## src/rtl/dma2d_pkg.sv

```systemverilog
package dma2d_pkg;
  typedef enum logic {
    SEQ_IDLE = 1'b0,
    SEQ_RUN  = 1'b1
  } seq_state_e;
endpackage

```

## src/rtl/dma2d_beat_cnt.sv

```systemverilog
// Beat and row counters; decides where a row and the transfer end.
module dma2d_beat_cnt #(
  parameter int LEN_W      = 24,
  parameter int BEAT_SHIFT = 2,
  parameter bit HAS_2D     = 1'b1
) (
  input  logic             clk,
  input  logic             rst,
  input  logic             load,
  input  logic             step,
  input  logic [LEN_W-1:0] xlen,
  input  logic [LEN_W-1:0] ylen,
  output logic             row_end,
  output logic             xfer_end
);
  logic [LEN_W-1:0] col_q, row_q, col_lim_q, row_lim_q;
  logic [LEN_W-1:0] row_lim_d;

  generate
    if (HAS_2D) begin : g_rows
      assign row_lim_d = ylen;
    end else begin : g_single
      assign row_lim_d = '0;
    end
  endgenerate

  assign row_end  = (col_q == col_lim_q);
  assign xfer_end = row_end && (row_q == row_lim_q);

  always_ff @(posedge clk) begin
    if (rst) begin
      col_q     <= '0;
      row_q     <= '0;
      col_lim_q <= '0;
      row_lim_q <= '0;
    end else if (load) begin
      col_q     <= '0;
      row_q     <= '0;
      col_lim_q <= xlen >> BEAT_SHIFT;
      row_lim_q <= row_lim_d;
    end else if (step) begin
      if (row_end) begin
        col_q <= '0;
        row_q <= row_q + 1'b1;
      end else begin
        col_q <= col_q + 1'b1;
      end
    end
  end
endmodule

```

## src/rtl/dma2d_addr_step.sv

```systemverilog
// Current address and row base registers.
module dma2d_addr_step #(
  parameter int ADDR_W    = 32,
  parameter int LEN_W     = 24,
  parameter int BUS_BYTES = 4
) (
  input  logic              clk,
  input  logic              rst,
  input  logic              load,
  input  logic              step,
  input  logic              row_end,
  input  logic [ADDR_W-1:0] start,
  input  logic [LEN_W-1:0]  stride,
  output logic [ADDR_W-1:0] addr
);
  localparam logic [ADDR_W-1:0] STEP_A = ADDR_W'(BUS_BYTES);

  logic [ADDR_W-1:0] base_q, addr_q, next_base;

  assign next_base = base_q + {{(ADDR_W-LEN_W){1'b0}}, stride};
  assign addr      = addr_q;

  always_ff @(posedge clk) begin
    if (rst) begin
      base_q <= '0;
      addr_q <= '0;
    end else if (load) begin
      base_q <= start;
      addr_q <= start;
    end else if (step) begin
      if (row_end) begin
        base_q <= next_base;
        addr_q <= next_base;
      end else begin
        addr_q <= addr_q + STEP_A;
      end
    end
  end
endmodule

```

## src/rtl/dma2d_partial.sv

```systemverilog
// Early-end capture with ordered read-out clear.
module dma2d_partial #(
  parameter int PLEN_W = 32,
  parameter int ID_W   = 2
) (
  input  logic              clk,
  input  logic              rst,
  input  logic              clr,
  input  logic              capture,
  input  logic [PLEN_W-1:0] cap_len,
  input  logic [ID_W-1:0]   cap_id,
  input  logic              len_rd,
  input  logic              id_rd,
  output logic              flag,
  output logic [PLEN_W-1:0] len,
  output logic [ID_W-1:0]   id
);
  logic flag_q, len_seen_q;
  logic [PLEN_W-1:0] len_q;
  logic [ID_W-1:0]   id_q;

  assign flag = flag_q;
  assign len  = len_q;
  assign id   = id_q;

  always_ff @(posedge clk) begin
    if (rst) begin
      flag_q     <= 1'b0;
      len_seen_q <= 1'b0;
      len_q      <= '0;
      id_q       <= '0;
    end else if (clr) begin
      flag_q     <= 1'b0;
      len_seen_q <= 1'b0;
    end else if (capture) begin
      flag_q     <= 1'b1;
      len_seen_q <= 1'b0;
      len_q      <= cap_len;
      id_q       <= cap_id;
    end else begin
      if (len_rd && flag_q) len_seen_q <= 1'b1;
      if (id_rd && len_seen_q) begin
        flag_q     <= 1'b0;
        len_seen_q <= 1'b0;
      end
    end
  end
endmodule

```

## src/rtl/dma2d_addr_gen.sv

```systemverilog
module dma2d_addr_gen
  import dma2d_pkg::*;
#(
  parameter int ADDR_W    = 32,
  parameter int LEN_W     = 24,
  parameter int BUS_BYTES = 4,
  parameter int ID_W      = 2,
  parameter int PLEN_W    = 32,
  parameter bit HAS_2D    = 1'b1
) (
  input  logic              clk,
  input  logic              rst,
  input  logic              enable,
  input  logic              desc_valid,
  output logic              desc_ready,
  input  logic [ADDR_W-1:0] desc_start,
  input  logic [LEN_W-1:0]  desc_xlen,
  input  logic [LEN_W-1:0]  desc_ylen,
  input  logic [LEN_W-1:0]  desc_stride,
  input  logic [ID_W-1:0]   desc_id,
  input  logic              desc_tlast_en,
  output logic              beat_valid,
  input  logic              beat_ready,
  output logic [ADDR_W-1:0] beat_addr,
  output logic              beat_row_last,
  output logic              beat_xfer_last,
  input  logic              strm_tlast,
  output logic [LEN_W-1:0]  progress,
  output logic              xfer_done,
  output logic [ID_W-1:0]   xfer_done_id,
  output logic              part_flag,
  output logic [PLEN_W-1:0] part_len,
  output logic [ID_W-1:0]   part_id,
  input  logic              part_len_rd,
  input  logic              part_id_rd
);
  localparam int BEAT_SHIFT = $clog2(BUS_BYTES);
  localparam logic [LEN_W-1:0] STEP_B = LEN_W'(BUS_BYTES);

  seq_state_e        state_q;
  logic              skip_q, done_q;
  logic [ID_W-1:0]   id_q, done_id_q;
  logic [LEN_W-1:0]  prog_q, prog_inc;
  logic              row_end, xfer_end;
  logic              take, load, acc, early, fin;

  assign desc_ready = enable && (state_q == SEQ_IDLE);
  assign take       = desc_valid && desc_ready;
  assign load       = take && !skip_q;
  assign acc        = (state_q == SEQ_RUN) && beat_ready;
  assign early      = acc && strm_tlast && !xfer_end;
  assign fin        = acc && (xfer_end || strm_tlast);
  assign prog_inc   = prog_q + STEP_B;

  dma2d_beat_cnt #(.LEN_W(LEN_W), .BEAT_SHIFT(BEAT_SHIFT), .HAS_2D(HAS_2D)) u_cnt (
    .clk(clk), .rst(rst), .load(load), .step(acc),
    .xlen(desc_xlen), .ylen(desc_ylen),
    .row_end(row_end), .xfer_end(xfer_end)
  );

  dma2d_addr_step #(.ADDR_W(ADDR_W), .LEN_W(LEN_W), .BUS_BYTES(BUS_BYTES)) u_addr (
    .clk(clk), .rst(rst), .load(load), .step(acc), .row_end(row_end),
    .start(desc_start), .stride(desc_stride), .addr(beat_addr)
  );

  dma2d_partial #(.PLEN_W(PLEN_W), .ID_W(ID_W)) u_part (
    .clk(clk), .rst(rst), .clr(!enable), .capture(early && enable),
    .cap_len({{(PLEN_W-LEN_W){1'b0}}, prog_inc}), .cap_id(id_q),
    .len_rd(part_len_rd), .id_rd(part_id_rd),
    .flag(part_flag), .len(part_len), .id(part_id)
  );

  assign beat_valid     = (state_q == SEQ_RUN);
  assign beat_row_last  = beat_valid && row_end;
  assign beat_xfer_last = beat_valid && xfer_end;
  assign progress       = prog_q;
  assign xfer_done      = done_q;
  assign xfer_done_id   = done_id_q;

  always_ff @(posedge clk) begin
    if (rst) begin
      state_q   <= SEQ_IDLE;
      skip_q    <= 1'b0;
      done_q    <= 1'b0;
      id_q      <= '0;
      done_id_q <= '0;
      prog_q    <= '0;
    end else if (!enable) begin
      state_q <= SEQ_IDLE;
      skip_q  <= 1'b0;
      done_q  <= 1'b0;
      prog_q  <= '0;
    end else begin
      done_q    <= fin;
      done_id_q <= id_q;
      if (take) begin
        if (skip_q) begin
          if (desc_tlast_en) skip_q <= 1'b0;
        end else begin
          state_q <= SEQ_RUN;
          id_q    <= desc_id;
        end
      end
      if (acc) begin
        prog_q <= fin ? '0 : prog_inc;
        if (fin)   state_q <= SEQ_IDLE;
        if (early) skip_q  <= 1'b1;
      end
    end
  end
endmodule

```

## config.mk

```make
export PLATFORM = sky130hd
export DESIGN_NAME = dma2d_addr_gen
export DESIGN_NICKNAME = d
export VERILOG_FILES = /design/src/rtl/dma2d_pkg.sv /design/src/rtl/dma2d_beat_cnt.sv /design/src/rtl/dma2d_addr_step.sv /design/src/rtl/dma2d_partial.sv /design/src/rtl/dma2d_addr_gen.sv
export SDC_FILE = /design/constraint.sdc
export NUM_CORES = 1
export LEC_CHECK = 0
export BUFFER_PORTS_ARGS = -buffer_cell sky130_fd_sc_hd__buf_2
export CORE_MARGIN = 3
export CORE_UTILIZATION = 47
export DETAILED_ROUTE_END_ITERATION = 10
export GPL_ROUTABILITY_DRIVEN = 0
export PLACE_DENSITY = 0.73
export SLEW_MARGIN = 10
export SYNTH_ARGS = -nofsm -noshare
export SYNTH_HDL_FRONTEND = slang
export SYNTH_SLANG_ARGS = --single-unit
export TNS_END_PERCENT = 20
```

## constraint.sdc

```tcl
create_clock -name clk -period 3.2 [get_ports clk]
set_input_delay 0.48 -clock clk [delete_from_list [all_inputs] [get_ports clk]]
set_output_delay 0.48 -clock clk [all_outputs]
set_load 0.02 [all_outputs]
```

==> results of run 1 <==
-- per-layer routing --
metal	up-vias	track usage [%]	share of wire [%]
met3	73	4.56	7.5
met1	5333	33.8	44
met5	-	0	0.061
met4	4	7.47	3.0
li1	5605	-	-
met2	387	39.4	45
-- final timing paths --
check / from / endpoint / slack, ps / cells after the start
worst max-delay path: u_cnt.col_q[9]$_SDFFE_PP0P_ / beat_xfer_last / 140 / 6
worst min-delay path: desc_xlen[17] / u_cnt.col_lim_q[15]$_SDFFE_PP0P_ / 200 / 3
worst max register to register: u_cnt.col_q[9]$_SDFFE_PP0P_ / u_addr.base_q[27]$_SDFFE_PP0P_ / 420 / 9
worst min register to register: u_addr.base_q[13]$_SDFFE_PP0P_ / u_addr.base_q[13]$_SDFFE_PP0P_ / 460 / 2
-- placed cells by master (no fill, tap or decap), types with 7 or more instances in the layout --
cell / count
nand2_1: 221
dfxtp_1: 211
buf_2: 197
nor2_1: 164
a21oi_1: 118
xor2_1: 96
xnor2_1: 48
nand4_1: 47
nand3_1: 42
o21ai_0: 39
o211ai_1: 35
buf_4: 30
mux2i_1: 28
ha_1: 28
nor3_1: 27
clkbuf_16: 25
and3_1: 24
a31oi_1: 21
nor4_1: 20
and2_1: 17
a211oi_1: 16
or3_1: 14
inv_1: 13
or4_1: 13
conb_1: 12
nor2b_1: 11
a22oi_1: 11
and4_1: 11
o31ai_1: 10
o21a_1: 9
a221oi_1: 8
a21o_1: 7
o2111ai_1: 7
a311oi_1: 7
-- flip-flops by register name (all words and copies together), names as in the netlist, 22 cells and up --
name and cells:
progress 22, u_cnt.col_q 24, u_addr.base_q 32, u_cnt.col_lim_q 22, u_part.len 22, u_cnt.row_q 24, u_addr.addr 32, u_cnt.row_lim_q 24
-- power by group through the flow --
| stage | Combinational [mW] | Clock (mW) | Sequential (mW) |
|---|---|---|---|
| after global placement | 0.794 | 0 | 2.86 |
| after detailed placement | 0.805 | 0 | 2.86 |
| after CTS | 0.814 | 2.89 | 2.81 |
| final | 0.825 | 2.85 | 2.81 |
| after floorplan | 0.535 | 0 | 2.87 |
| after global routing | 0.912 | 3.00 | 2.82 |
-- timing repair --
| item | 4_1_cts | 5_1_grt |
|---|---|---|
| pin swaps | 1 | 3 |
| setup buffers | 0 | 2 |
| endpoints found under the setup margin | 1 | 1 |
| gates cloned | 0 | 0 |
| resized for setup | 1 | 2 |
-- cell type report --
cell class / count / area [µm²]
Clock buffer: 35 / 723
Tap cell: 324 / 405
Clock inverter: 9 / 98.8
Multi-Input combinational cell: 1169 / 7090
Inverter: 14 / 52.6
Fill cell: 2286 / 10500
Sequential cell: 213 / 4270
Timing Repair Buffer: 231 / 1290
-- tightest hold or removal path, stage by stage --
cell and delay [ps]:
buf_2 100, nand2_1 40, a21oi_1 50
-- synth_stat cells (4+ instances only) --
| master | instances |
|---|---|
| o211ai_1 | 35 |
| and4_1 | 11 |
| clkbuf_1 | 64 |
| a221oi_1 | 8 |
| o21bai_1 | 4 |
| nand3_1 | 43 |
| or4_1 | 14 |
| buf_2 | 9 |
| mux2i_1 | 28 |
| a22oi_1 | 11 |
| and3_1 | 25 |
| a31o_2 | 6 |
| a21o_1 | 7 |
| nor4_1 | 20 |
| nor2b_1 | 11 |
| a31oi_1 | 21 |
| o21ai_0 | 39 |
| or2_2 | 4 |
| inv_1 | 13 |
| nand2_1 | 221 |
| nor3b_1 | 4 |
| o31ai_1 | 10 |
| buf_1 | 9 |
| nor2_1 | 164 |
| ha_1 | 28 |
| o2111ai_1 | 7 |
| o21a_1 | 9 |
| a311oi_1 | 7 |
| a211oi_1 | 16 |
| dfxtp_1 | 213 |
| or3_1 | 14 |
| and2_1 | 17 |
| xor2_1 | 96 |
| nor3_1 | 27 |
| a21oi_1 | 118 |
| xnor2_1 | 48 |
| buf_4 | 14 |
| nand4_1 | 47 |
| a22o_1 | 4 |
-- per-stage QoR --
step                utilization [%]  worst slack (ps)
floorplan                         -               618
global placement               53.5               330
detailed placement             53.5               313
CTS                            56.8              13.5
global route                   56.9              33.4
finish                         56.9               140
-- cell families after synthesis --
logic type,count (synthesis),synth area share (%)
compound gates,315,17.0
simple gates,638,25.9
fa+ha+maj,29,3.14
buf+inv,113,4.33
other cells,1,0.0318
flops,213,36.2
mux,30,2.57
xor+xnor,145,10.8
==> flow_summary.json, run 1 <==
{
  "grt_pass1_wl_um": 54400,
  "clk_latency_ps": 520,
  "yosysTopAreaCell": "dfxtp_1",
  "cp-start-kind": "flop",
  "outcome": "complete, no violations",
  "path_buf_inv": 1,
  "die_h_um": 164,
  "num_antenna_cells": 0,
  "ir_drop_mv": 0.651,
  "cp-end-kind": "output port",
  "cts_sinks": 213,
  "syn_area_per_cell_um2": 7.95,
  "drc": 0,
  "cts_tree": "done",
  "cp_max_fo": 4,
  "cts_root_buf": "clkbuf_16",
  "path_delay_family": "simple AND/OR/NAND/NOR gates",
  "total_power_mw": 6.48,
  "yosysSeqAreaShare_pct": 36.2,
  "synth_warnings": 0,
  "wirelength_um": 34300,
  "die_x_um": 164,
  "routed_via_density": 5.72,
  "critPathMaxStageDelay_ps": 570,
  "antenna_found_initial": 2,
  "min_period_ps": 3060,
  "synth_cell_types": 65,
  "ys_top_cells_by_area": "dfxtp_1, xor2_1, nand2_1, nor2_1, a21oi_1",
  "yosys_most_used_dff": "dfxtp_1",
  "p_seq_share_pct": 43.3,
  "worst_pin_slew_ps": 899,
  "rows": 57,
  "setup_violations": 0,
  "power.leakage_nw": 5.95,
  "power.share.switching_pct": 26.5,
  "netlist_instances": 1484,
  "cp.arrival_ps": 2580,
  "critPathKind": "reg -> out",
  "drt-initial-drc-count": 825,
  "fp.dieArea_um2": 27000,
  "yosysTopAreaCellShare_pct": 36.2,
  "dp_hpwl_um": 24600,
  "period_share_pct": 95.6,
  "crit_chain": "xnor2_1 -> nand4_1 -> or4_4 -> nor4_4 -> and2_1 -> buf_2",
  "io_pins": 213,
  "crit_required_ps": 2720,
  "ant_nets": 0,
  "dp.cells": 1949,
  "grt_start_max_net_pins": 92,
  "hp-class": "in -> reg",
  "final_cells": 1995,
  "drive_above_1_share_pct": 17.8,
  "rsz0062_at_grt": "no",
  "p_switching_mw": 1.71,
  "maxSlewViolCount": 0,
  "cts_max_level": 1,
  "setup_tns_ps": 0,
  "clock_power_share_pct": 43.9,
  "clockBufferDepth": 3,
  "synthToLayoutAreaGrowth_pct": 18.1,
  "io_buffers": 198,
  "fin_nets": 1797,
  "first_pass_iters": 5,
  "synth-edff-count": 0,
  "vias": 11402,
  "async_flop_share_pct": 0,
  "wl_per_cell_um": 17.2,
  "path_clk_slew_ps": 60,
  "synth-seq-cells": 213,
  "power_density_nw_per_um2": 465,
  "hold_viol_final": 0,
  "p_comb_share_pct": 12.7,
  "slew_headroom_pct": 39.9,
  "cpMaxStageDelayCell": "or4_4",
  "final_area_um2": 13900,
  "holdBufCountCts": 0,
  "grt_pass1_vias": 10509,
  "placed_cell_area_um2": 13100,
  "floorplan.initialDensity_pct": 48.2,
  "overflow": 0,
  "fmax_mhz": 327,
  "p_int_mw": 4.76,
  "maxCapViolCount": 0,
  "coreArea_um2": 24500,
  "synth_area_um2": 11800,
  "cts_inserted_buffers": 24,
  "grtUsageTotal_pct": 24.6,
  "hold_slack_ps": 202,
  "skew_ps": 10.3
}
Power figures use the tool's default switching activity.
==> run 2: changes to the inputs <==
--- a/config.mk
+++ b/config.mk
@@ -6,6 +6,7 @@
 export NUM_CORES = 1
 export LEC_CHECK = 0
 export BUFFER_PORTS_ARGS = -buffer_cell sky130_fd_sc_hd__buf_2
+export CORE_ASPECT_RATIO = 1.5
 export CORE_MARGIN = 3
 export CORE_UTILIZATION = 47
 export DETAILED_ROUTE_END_ITERATION = 10
==> run 2 against run 1 <==
  * First-iteration DRC count decreased by 8.4%
  * Cell count decreased by 0.20%
  * Largest power group is now sequential cells
  * Sequential share of layout area increased by 0.16 points
  * Register-to-register slack got worse by 30 ps
  * Highest routed layer is now met4
  * Clock skew increased by 6.6 ps
  * Global-route usage increased by 0.50 points
  * Core utilization decreased by 0.47 points
  * Critical endpoint unchanged
==> flow_summary.json, run 2 (synthesized netlist as in run 1, its figures left out) <==
{
  "outcome": "complete, no violations",
  "cp.arrival_ps": 2510,
  "fp.dieArea_um2": 27100,
  "ant_nets": 0,
  "cts_sinks": 213,
  "cp-end-kind": "output port",
  "rows": 70,
  "grt_pass1_vias": 11081,
  "routed_via_density": 5.80,
  "dp.cells": 1952,
  "hold_slack_ps": 210,
  "crit_start": "u_cnt.col_q[17]$_SDFFE_PP0P_",
  "ir_drop_mv": 0.370,
  "crit_chain": "xnor2_1 -> nand4_1 -> or4_4 -> nor4_4 -> and2_1 -> buf_2",
  "cts_inserted_buffers": 22,
  "crit_required_ps": 2720,
  "use_met3_pct": 4.44,
  "critPathMaxStageDelay_ps": 640,
  "final_cell_mix": "nand2_1, dfxtp_1, buf_2",
  "clk_latency_ps": 510,
  "maxCapViolCount": 0,
  "worst_slack_ps": 215,
  "hold_viol_final": 0,
  "grt_start_max_net_pins": 88,
  "busiest_layer": "met2",
  "floorplan.initialDensity_pct": 48.1,
  "r2r_slack_ps": 390,
  "preCtsSetupSlack_ps": 212,
  "worst_pin_slew_ps": 977,
  "path_buf_inv": 1,
  "cts_max_level": 1,
  "first_pass_iters": 5,
  "reg2reg_depth": 9,
  "drt-initial-drc-count": 756,
  "setup_tns_ps": 0,
  "holdPathStages": 3,
  "power_density_nw_per_um2": 457,
  "cts_root_buf": "clkbuf_16",
  "drive_above_1_share_pct": 17.6,
  "fmax_mhz": 335,
  "path_delay_family": "simple AND/OR/NAND/NOR gates",
  "grt_use_met2_pct": 44.7,
  "grtUsageTotal_pct": 25.1,
  "setup_violations": 0,
  "rr_startpoint": "u_cnt.col_q[6]$_SDFFE_PP0P_",
  "wl_per_cell_um": 17.8,
  "num_antenna_cells": 0,
  "wirelength_um": 35400,
  "overflow": 0,
  "dp_hpwl_um": 25500,
  "synthToLayoutAreaGrowth_pct": 17.4,
  "cpMaxStageDelayCell": "or4_4",
  "r2r_end": "u_addr.base_q[31]$_SDFFE_PP0P_",
  "power.leakage_nw": 5.92,
  "period_share_pct": 93.3,
  "vias": 11538,
  "fin_nets": 1798,
  "slew_headroom_pct": 34.6,
  "io_buffers": 198,
  "mostFrequentLayoutCell": "nand2_1",
  "worstHoldStart": "desc_id[0]",
  "antenna_found_initial": 0,
  "critPathKind": "reg -> out",
  "min_period_ps": 2990,
  "coreArea_um2": 24500,
  "final_util_pct": 56.4,
  "hold_path_end": "id_q[0]$_SDFFE_PP0P_",
  "final_cells": 1991,
  "maxSlewViolCount": 0,
  "drc": 0,
  "path_clk_slew_ps": 60,
  "cp-start-kind": "flop",
  "skew_ps": 17.0,
  "cp_max_fo": 9,
  "cts_tree": "done",
  "io_pins": 213,
  "hp-class": "in -> reg",
  "rsz0062_at_grt": "no",
  "die_x_um": 135,
  "clockBufferDepth": 3,
  "grt_pass1_wl_um": 55900,
  "worstSetupPathDepth": 6,
  "met1_usage_pct": 30.0,
  "die_h_um": 200
}
==> run 2: changes by cell type in the layout (fill, tap and decap cells not counted) <==
cell | previous run | this run
buf_4 | 30 | 35
buf_12 | 4 | 2
clkbuf_1 | 4 | 2
clkbuf_16 | 25 | 23
clkinv_2 | 6 | 4
dfxtp_1 | 211 | 213
dfxtp_2 | 2 | 0
inv_6 | 1 | 0
==> run 2: routing by layer <==
| metal | vias up | part of all wire (%) |
|---|---|---|
| met2 | 434 | 49 |
| met4 | 0 | 4.0 |
| met1 | 5416 | 40 |
| li1 | 5580 | - |
| met5 | - | 0 |
| met3 | 108 | 7.1 |
==> run 2: cell type report <==
| class | instances | area, µm² |
|---|---|---|
| Clock buffer | 31 | 666 |
| Clock inverter | 6 | 80.1 |
| Fill cell | 2252 | 10700 |
| Inverter | 14 | 52.6 |
| Multi-Input combinational cell | 1169 | 7090 |
| Sequential cell | 213 | 4260 |
| Tap cell | 324 | 405 |
| Timing Repair Buffer | 234 | 1290 |
==> run 2: timing repair <==
item,CTS,global route
hold buffers,0,0
setup endpoints to repair,1,2
setup buffers,0,2
resized for setup,1,0
pin swaps,1,2
==> run 2: report_power, final <==
part	leakage, nW	total (mW)	switching (mW)	internal, mW
clock	0.373	2.68	1.08	1.60
sequential	1.73	2.81	0.0776	2.73
combinational	3.82	0.836	0.530	0.306
==> run 2: worst reg2reg max path, stage by stage, from the launching register on <==
cell and delay (ps):
dfxtp_1 370, xor2_1 200, nor4_1 370, nand4_2 210, buf_4 240, nor3_4 440
buf_4 310, o211ai_1 210, and3_1 210, nor3_1 170
==> run 2: how the worst max path moves through the flow <==
stage                                               to  slack (ps)
after floorplan           u_addr.addr[24]$_SDFFE_PP0P_         620
after global placement    u_addr.addr[25]$_SDFFE_PP0P_         250
after detailed placement  u_addr.addr[25]$_SDFFE_PP0P_         210
after CTS                               beat_xfer_last           9
after global routing                    beat_xfer_last         120
final                                   beat_xfer_last         210
==> run 2: through the flow <==
step                      total power [mW]  area [µm²]
after floorplan                       3.40       11800
after global placement                3.66       13100
after detailed placement              3.67       13100
after CTS                             6.34       13800
after global routing                  6.54       13800
final                                 6.32       13800
